`src/rtl/ber_pkg.sv`:
```
// Package ber_pkg
// Shared types for the error rate counter. The command encoding orders
// the actions the running total and result register may take on an edge.
package ber_pkg;

    // One action per clock edge; the decoder resolves priority.
    typedef enum logic [1:0] {
        CMD_HOLD  = 2'd0,  // nothing changes
        CMD_ACCUM = 2'd1,  // add mismatch weight to running total
        CMD_LATCH = 2'd2,  // copy running total into result register
        CMD_CLEAR = 2'd3   // zero running total and result register
    } ber_cmd_e;

endpackage

```
`src/rtl/ber_ctrl.sv`:
```
// Module ber_ctrl
// Keeps one-cycle history of the test enable and the clear bit. From them it
// decodes the single action for this edge: clear beats latch, and latch beats
// accumulate. Assumes all inputs are synchronous to clk.
module ber_ctrl
    import ber_pkg::*;
(
    input  logic     clk,
    input  logic     rst_n,
    input  logic     test_en,
    input  logic     byte_valid,
    input  logic     clear_ctl,
    output ber_cmd_e cmd
);

    logic en_q;
    logic clr_q;
    logic clr_rise;
    logic stop_seen;

    // Remember last-cycle enable and clear for edge detection.
    always_ff @(posedge clk) begin
        if (!rst_n) begin
            en_q  <= 1'b0;
            clr_q <= 1'b0;
        end else begin
            en_q  <= test_en;
            clr_q <= clear_ctl;
        end
    end

    assign clr_rise  = clear_ctl & ~clr_q;
    assign stop_seen = en_q & ~test_en;

    // Resolve the per-edge action by fixed priority.
    always_comb begin
        if (clr_rise)                  cmd = CMD_CLEAR;
        else if (stop_seen)            cmd = CMD_LATCH;
        else if (test_en & byte_valid) cmd = CMD_ACCUM;
        else                           cmd = CMD_HOLD;
    end

endmodule

```
`src/rtl/ber_mismatch.sv`:
```
// Module ber_mismatch
// Counts the bit positions in which the received and expected bytes differ.
// A received word of all ones is an idle line and yields a weight of zero.
// Purely combinational; the caller decides whether the weight is used.
module ber_mismatch #(
    parameter int BYTE_W = 8,
    localparam int WT_W  = $clog2(BYTE_W + 1)
) (
    input  logic [BYTE_W-1:0] rx_byte,
    input  logic [BYTE_W-1:0] exp_byte,
    output logic [WT_W-1:0]   weight
);

    logic [BYTE_W-1:0] diff;
    logic              rx_idle;

    // Per-bit difference, one XOR per lane.
    for (genvar b = 0; b < BYTE_W; b++) begin : g_lane
        assign diff[b] = rx_byte[b] ^ exp_byte[b];
    end

    assign rx_idle = &rx_byte;

    // Population count of the difference, suppressed for idle data.
    always_comb begin
        weight = '0;
        for (int i = 0; i < BYTE_W; i++) begin
            weight = weight + WT_W'(diff[i]);
        end
        if (rx_idle) weight = '0;
    end

endmodule

```
`src/rtl/ber_accum.sv`:
```
// Module ber_accum
// Running error total. Adds the byte weight on an accumulate command and
// clamps at the all-ones value. A clear command zeroes it; other commands
// hold it. Assumes the weight never exceeds the counter range in one step.
module ber_accum
    import ber_pkg::*;
#(
    parameter int CNT_W = 16,
    parameter int WT_W  = 4
) (
    input  logic             clk,
    input  logic             rst_n,
    input  ber_cmd_e         cmd,
    input  logic [WT_W-1:0]  weight,
    output logic [CNT_W-1:0] run_cnt
);

    localparam logic [CNT_W:0] SUM_MAX = {1'b0, {CNT_W{1'b1}}};

    logic [CNT_W:0] sum;

    assign sum = {1'b0, run_cnt} + (CNT_W + 1)'(weight);

    // Update the running total according to the decoded command.
    always_ff @(posedge clk) begin
        if (!rst_n) begin
            run_cnt <= '0;
        end else begin
            case (cmd)
                CMD_CLEAR: run_cnt <= '0;
                CMD_ACCUM: run_cnt <= (sum > SUM_MAX) ? {CNT_W{1'b1}} : sum[CNT_W-1:0];
                default:   run_cnt <= run_cnt;
            endcase
        end
    end

endmodule

```
`src/rtl/ber_counter.sv`:
```
// Module ber_counter
// Top of the error rate counter. It ties the control decoder, the mismatch
// weigher and the running total together and holds the host-visible result
// register. The result register loads only on a stop or a clear. Assumes
// channel selection and pattern generation happen upstream.
module ber_counter
    import ber_pkg::*;
#(
    parameter int BYTE_W = 8,
    parameter int CNT_W  = 16
) (
    input  logic              clk,
    input  logic              rst_n,
    input  logic              test_en,
    input  logic              byte_valid,
    input  logic [BYTE_W-1:0] rx_byte,
    input  logic [BYTE_W-1:0] exp_byte,
    input  logic              clear_ctl,
    output logic [CNT_W-1:0]  err_count
);

    localparam int WT_W = $clog2(BYTE_W + 1);

    ber_cmd_e         cmd;
    logic [WT_W-1:0]  weight;
    logic [CNT_W-1:0] run_cnt;

    ber_ctrl u_ctrl (
        .clk        (clk),
        .rst_n      (rst_n),
        .test_en    (test_en),
        .byte_valid (byte_valid),
        .clear_ctl  (clear_ctl),
        .cmd        (cmd)
    );

    ber_mismatch #(.BYTE_W(BYTE_W)) u_mismatch (
        .rx_byte  (rx_byte),
        .exp_byte (exp_byte),
        .weight   (weight)
    );

    ber_accum #(.CNT_W(CNT_W), .WT_W(WT_W)) u_accum (
        .clk     (clk),
        .rst_n   (rst_n),
        .cmd     (cmd),
        .weight  (weight),
        .run_cnt (run_cnt)
    );

    // Result register: freeze the running total on stop, zero on clear.
    always_ff @(posedge clk) begin
        if (!rst_n) begin
            err_count <= '0;
        end else begin
            case (cmd)
                CMD_CLEAR: err_count <= '0;
                CMD_LATCH: err_count <= run_cnt;
                default:   err_count <= err_count;
            endcase
        end
    end

endmodule

```
`config.mk`:
```
export PLATFORM = sky130hd
export DESIGN_NAME = ber_counter
export DESIGN_NICKNAME = d
export VERILOG_FILES = /design/src/rtl/ber_pkg.sv /design/src/rtl/ber_ctrl.sv /design/src/rtl/ber_mismatch.sv /design/src/rtl/ber_accum.sv /design/src/rtl/ber_counter.sv
export SDC_FILE = /design/constraint.sdc
export NUM_CORES = 1
export LEC_CHECK = 0
export BUFFER_PORTS_ARGS = -buffer_cell sky130_fd_sc_hd__buf_2
export CAP_MARGIN = 30
export CORE_MARGIN = 4
export CORE_UTILIZATION = 25
export CTS_CLUSTER_DIAMETER = 150
export DETAILED_ROUTE_END_ITERATION = 16
export GPL_ROUTABILITY_DRIVEN = 0
export GPL_TIMING_DRIVEN = 0
export PLACE_DENSITY_LB_ADDON = 0.08
export SYNTH_ARGS = -nofsm -noshare
export SYNTH_HDL_FRONTEND = slang
export SYNTH_HIERARCHICAL = 1
export SYNTH_SLANG_ARGS = --single-unit
```
`constraint.sdc`:
```
create_clock -name clk -period 5.35 [get_ports clk]
set_input_delay 0.8025 -clock clk [delete_from_list [all_inputs] [get_ports clk]]
set_output_delay 0.8025 -clock clk [all_outputs]
set_load 0.05 [all_outputs]
```
==> flow_summary_export.csv <==
group,metric,value,unit
global_routing,grt_antenna_before_repair,0,
sta,timing.setup.tns,0,ns
logic_synthesis,syn_nets,246,
route,ant_nets,0,
route,dr.pass1.iters,4,
cts,clk_pin_slew,0.07,ns
floorplan,die_h,97.04,um
cts,h-tree-depth,2,
sta,fin_ws,0.2754,ns
sta,maxSlewViolCount,0,
global_routing,grt-ovfl-total,0,
route,drt-total-wl,4.745,mm
setup_path,rrSetupSlack,3.09,ns
setup_path,ff2ff_path_depth,8,
setup_path,r2r_end,"u_accum/run_cnt[7]$_SDFFE_PN0P_",
setup_path,crit_arrival,5.27,ns
layout,diodes,0,
flow_run,drv_cap,0,
power,power.density,313.1,nW/um^2
sta,period_minus_slack,5.075,ns
cts,clockBufferDepth,2,
sta,holdWs,0.4760,ns
route,drc,0,
layout,layout.nets,291,
setup_path,path_cells,"buf_2 > xor2_2 > fa_1 > fa_1 > inv_1 > fa_1 > inv_1 > ha_1 > fa_1 > a21boi_2 > inv_1 > fa_1 > nand2b_2 > a21oi_4 > nor3b_4 > o21ai_2 > a221oi_2",
global_routing,grt_usage,10.50,%
placed_design,port_buffers,36,
floorplan,coreArea,7727,sq um
route,drt_iter0_drc,38,
floorplan,fp.dieW,97.04,um
min_path,min_from,"err_count[0]$_SDFFE_PN0P_",
setup_path,critical_path_required,5.55,ns
logic_synthesis,yosysSeqAreaShare,34.34,%
sta,relSlewSlack,64.29,%
global_routing,grt_pass1_vias,1633,
cts,insertion_delay,0.28,ns
floorplan,ios,37,
setup_path,crit_type,"input port to flop",
logic_synthesis,ys_ff_latch,34,
cts,cts_sinks,34,
logic_synthesis,synth_top_area_share,34.34,%
run_status,status,"finished, final reports clean",
setup_path,critPathTopFamily,"adder cells",
logic_synthesis,ys_top_cells_by_area,"dfxtp_1, nand3b_1, o21ai_2",
layout,fillCellCount,827,
layout,syn2layout_area_growth,22.92,%
logic_synthesis,yosysWarnings,6,
min_path,hold_class,"flop to flop",
placed_design,place_ws,-0.3848,ns
setup_path,crit_top_cell,"fa_1",
cts,cts_buffers,5,
cts,root_buffer,"clkbuf_8",
power,vdd_drop_max,121.2,uV
setup_path,r2r-start,"u_accum/run_cnt[0]$_SDFFE_PN0P_",
sta,finalCritPeriodShare,94.85,%
route,viasPerCell,4.590,
setup_path,path_buf_inv,4,
global_routing,grt_max_degree,12,
power,power_leakage,1.013,nW
logic_synthesis,synth.distinct_cells,49,
logic_synthesis,synth_area,1982,sq um
floorplan,start_util,25.65,%
floorplan,dieArea,9416,sq um
setup_path,slowest_stage,"fa_1",
floorplan,rows,32,
min_path,hold_end,"err_count[0]$_SDFFE_PN0P_",
placed_design,dp_hpwl,3.719,mm
setup_path,max_stage_delay,0.54,ns
logic_synthesis,yosys.area.top_type,"dfxtp_1",
route,via_count,1657,
cts,cts_tree,"done",
sta,tightest_slew,0.5337,ns
layout,drive_above_1_share,33.59,%
setup_path,startpoint_type,"input port",
logic_synthesis,netlist_instances,213,
sta,skew,0.003005,ns
setup_path,path_max_fanout,5,
min_path,whs_path_depth,2,
sta,fmax,0.1971,GHz
setup_path,cp-end-kind,"flop",
sta,rsz0062_at_grt,"no",
global_routing,grt_pass1_wl,8.142,mm
sta,finalHoldViolations,0,
sta,setup_viol,0,
route,routedWlPerCell,13.14,um
logic_synthesis,syn_avg_cell_area,9.305,sq um
==> area by class of cell <==
class                      count  area [sq um]  share of cell area [%]
multi-input combinational    162          1240                   50.90
inverter                      11         41.29                   1.695
tap                          102         127.6                   5.239
buffer                         6         41.29                   1.695
sequential                    34         680.7                   27.94
timing repair buffer          38         195.2                   8.012
clock buffer                   8         110.1                   4.520
==> routing by layer <==
layer	GRT usage, %	share of wire, %
met1	13.94	49
met2	17.09	46
met3	2.163	3.3
met4	3.240	1.1
met5	0	0
==> worst register-to-register path, stage by stage, from the launching register on <==
cell,delay [ns]
dfxtp_1,0.40
ha_1,0.21
inv_1,0.06
fa_1,0.40
nand2b_2,0.26
a21oi_4,0.20
nor3b_4,0.30
o21ai_2,0.09
a221oi_2,0.27
==> cell usage in the layout (no fill, tap or decap), types with 6 or more instances in the layout <==
cell type / Yosys / routed
nor3_1: 7 / 7
a31oi_1: 6 / 6
nand3b_1: 17 / 17
buf_2: 3 / 39
ha_1: 7 / 7
nand2_1: 22 / 22
o21ai_2: 12 / 12
dfxtp_1: 34 / 34
inv_1: 11 / 11
a21oi_1: 11 / 11
clkbuf_8: 0 / 8
o21ai_1: 6 / 6
nor2_1: 6 / 6
==> state kept, by name, summed over array words and instances (netlist names) <==
name / cells
err_count: 16
u_accum/run_cnt: 16
u_ctrl/clr_q: 1
u_ctrl/en_q: 1
==> synth_stat cells (all sizes together) <==
master,n
dfxtp,34
nand2,23
o21ai,23
nand3b,18
a21oi,13
inv,11
nor2,8
ha,7
nor3,7
a31oi,6
buf,6
xor2,6
and4,5
fa,5
nand2b,5
and2,3
nand3,3
nand4,3
o21bai,3
xnor2,3
a211oi,2
a21boi,2
and3,2
nor2b,2
nor3b,2
nor4,2
or2,2
a211o,1
a221oi,1
a311oi,1
a31o,1
and4b,1
o21a,1
o221a,1
==> power breakdown <==
group | internal, mW | switching (mW) | total [mW]
logic | 0.119 | 0.149 | 0.268
clock network | 0.130 | 0.0898 | 0.220
registers | 0.263 | 0.0117 | 0.275
total | 0.512 | 0.251 | 0.763
==> cell families (layout without fill, tap and decap cells) <==
logic type / Yosys count / in the layout / synth area share, %
AOI/OAI and AO/OA: 55 / 55 / 20.20
xor gates and xnor gates: 9 / 9 / 3.977
adders and majority gates: 12 / 12 / 9.470
and+or+nand+nor: 86 / 86 / 27.84
buffers and inverters: 17 / 63 / 4.166
DFF: 34 / 34 / 34.34
==> worst max-delay path by stage <==
stage | from | endpoint | slack (ns) | depth (start not counted)
finish | rx_byte[1] | u_accum/run_cnt[7]$_SDFFE_PN0P_ | 0.28 | 17
global route | rx_byte[1] | u_accum/run_cnt[7]$_SDFFE_PN0P_ | 0.02 | 17
CTS | rx_byte[1] | u_accum/run_cnt[7]$_SDFFE_PN0P_ | -0.03 | 17
detailed placement | rx_byte[1] | u_accum/run_cnt[7]$_SDFFE_PN0P_ | -0.38 | 17
global placement | rx_byte[1] | u_accum/run_cnt[7]$_SDFFE_PN0P_ | -0.44 | 17
floorplan | exp_byte[0] | u_accum/run_cnt[7]$_SDFFE_PN0P_ | 0.16 | 16
==> what timing repair did <==
item | in CTS | in global routing
gates resized for setup | 1 | 4
hold buffers | 0 | 0
endpoints found under the setup margin | 4 | 14
pin swaps | 0 | 1
setup buffers | 1 | 1
==> stage by stage <==
step	util, %	power [mW]	std cells	instance area (sq um)
2_1_floorplan	-	0.4776	213	1982
3_3_place_gp	29.63	0.5422	351	2290
3_5_place_dp	29.63	0.5424	351	2290
4_1_cts	31.25	0.7715	360	2415
5_1_grt	31.53	0.8286	361	2436
6_report	31.53	0.7628	361	2436
No activity file was read; power rests on OpenSTA's default activity.
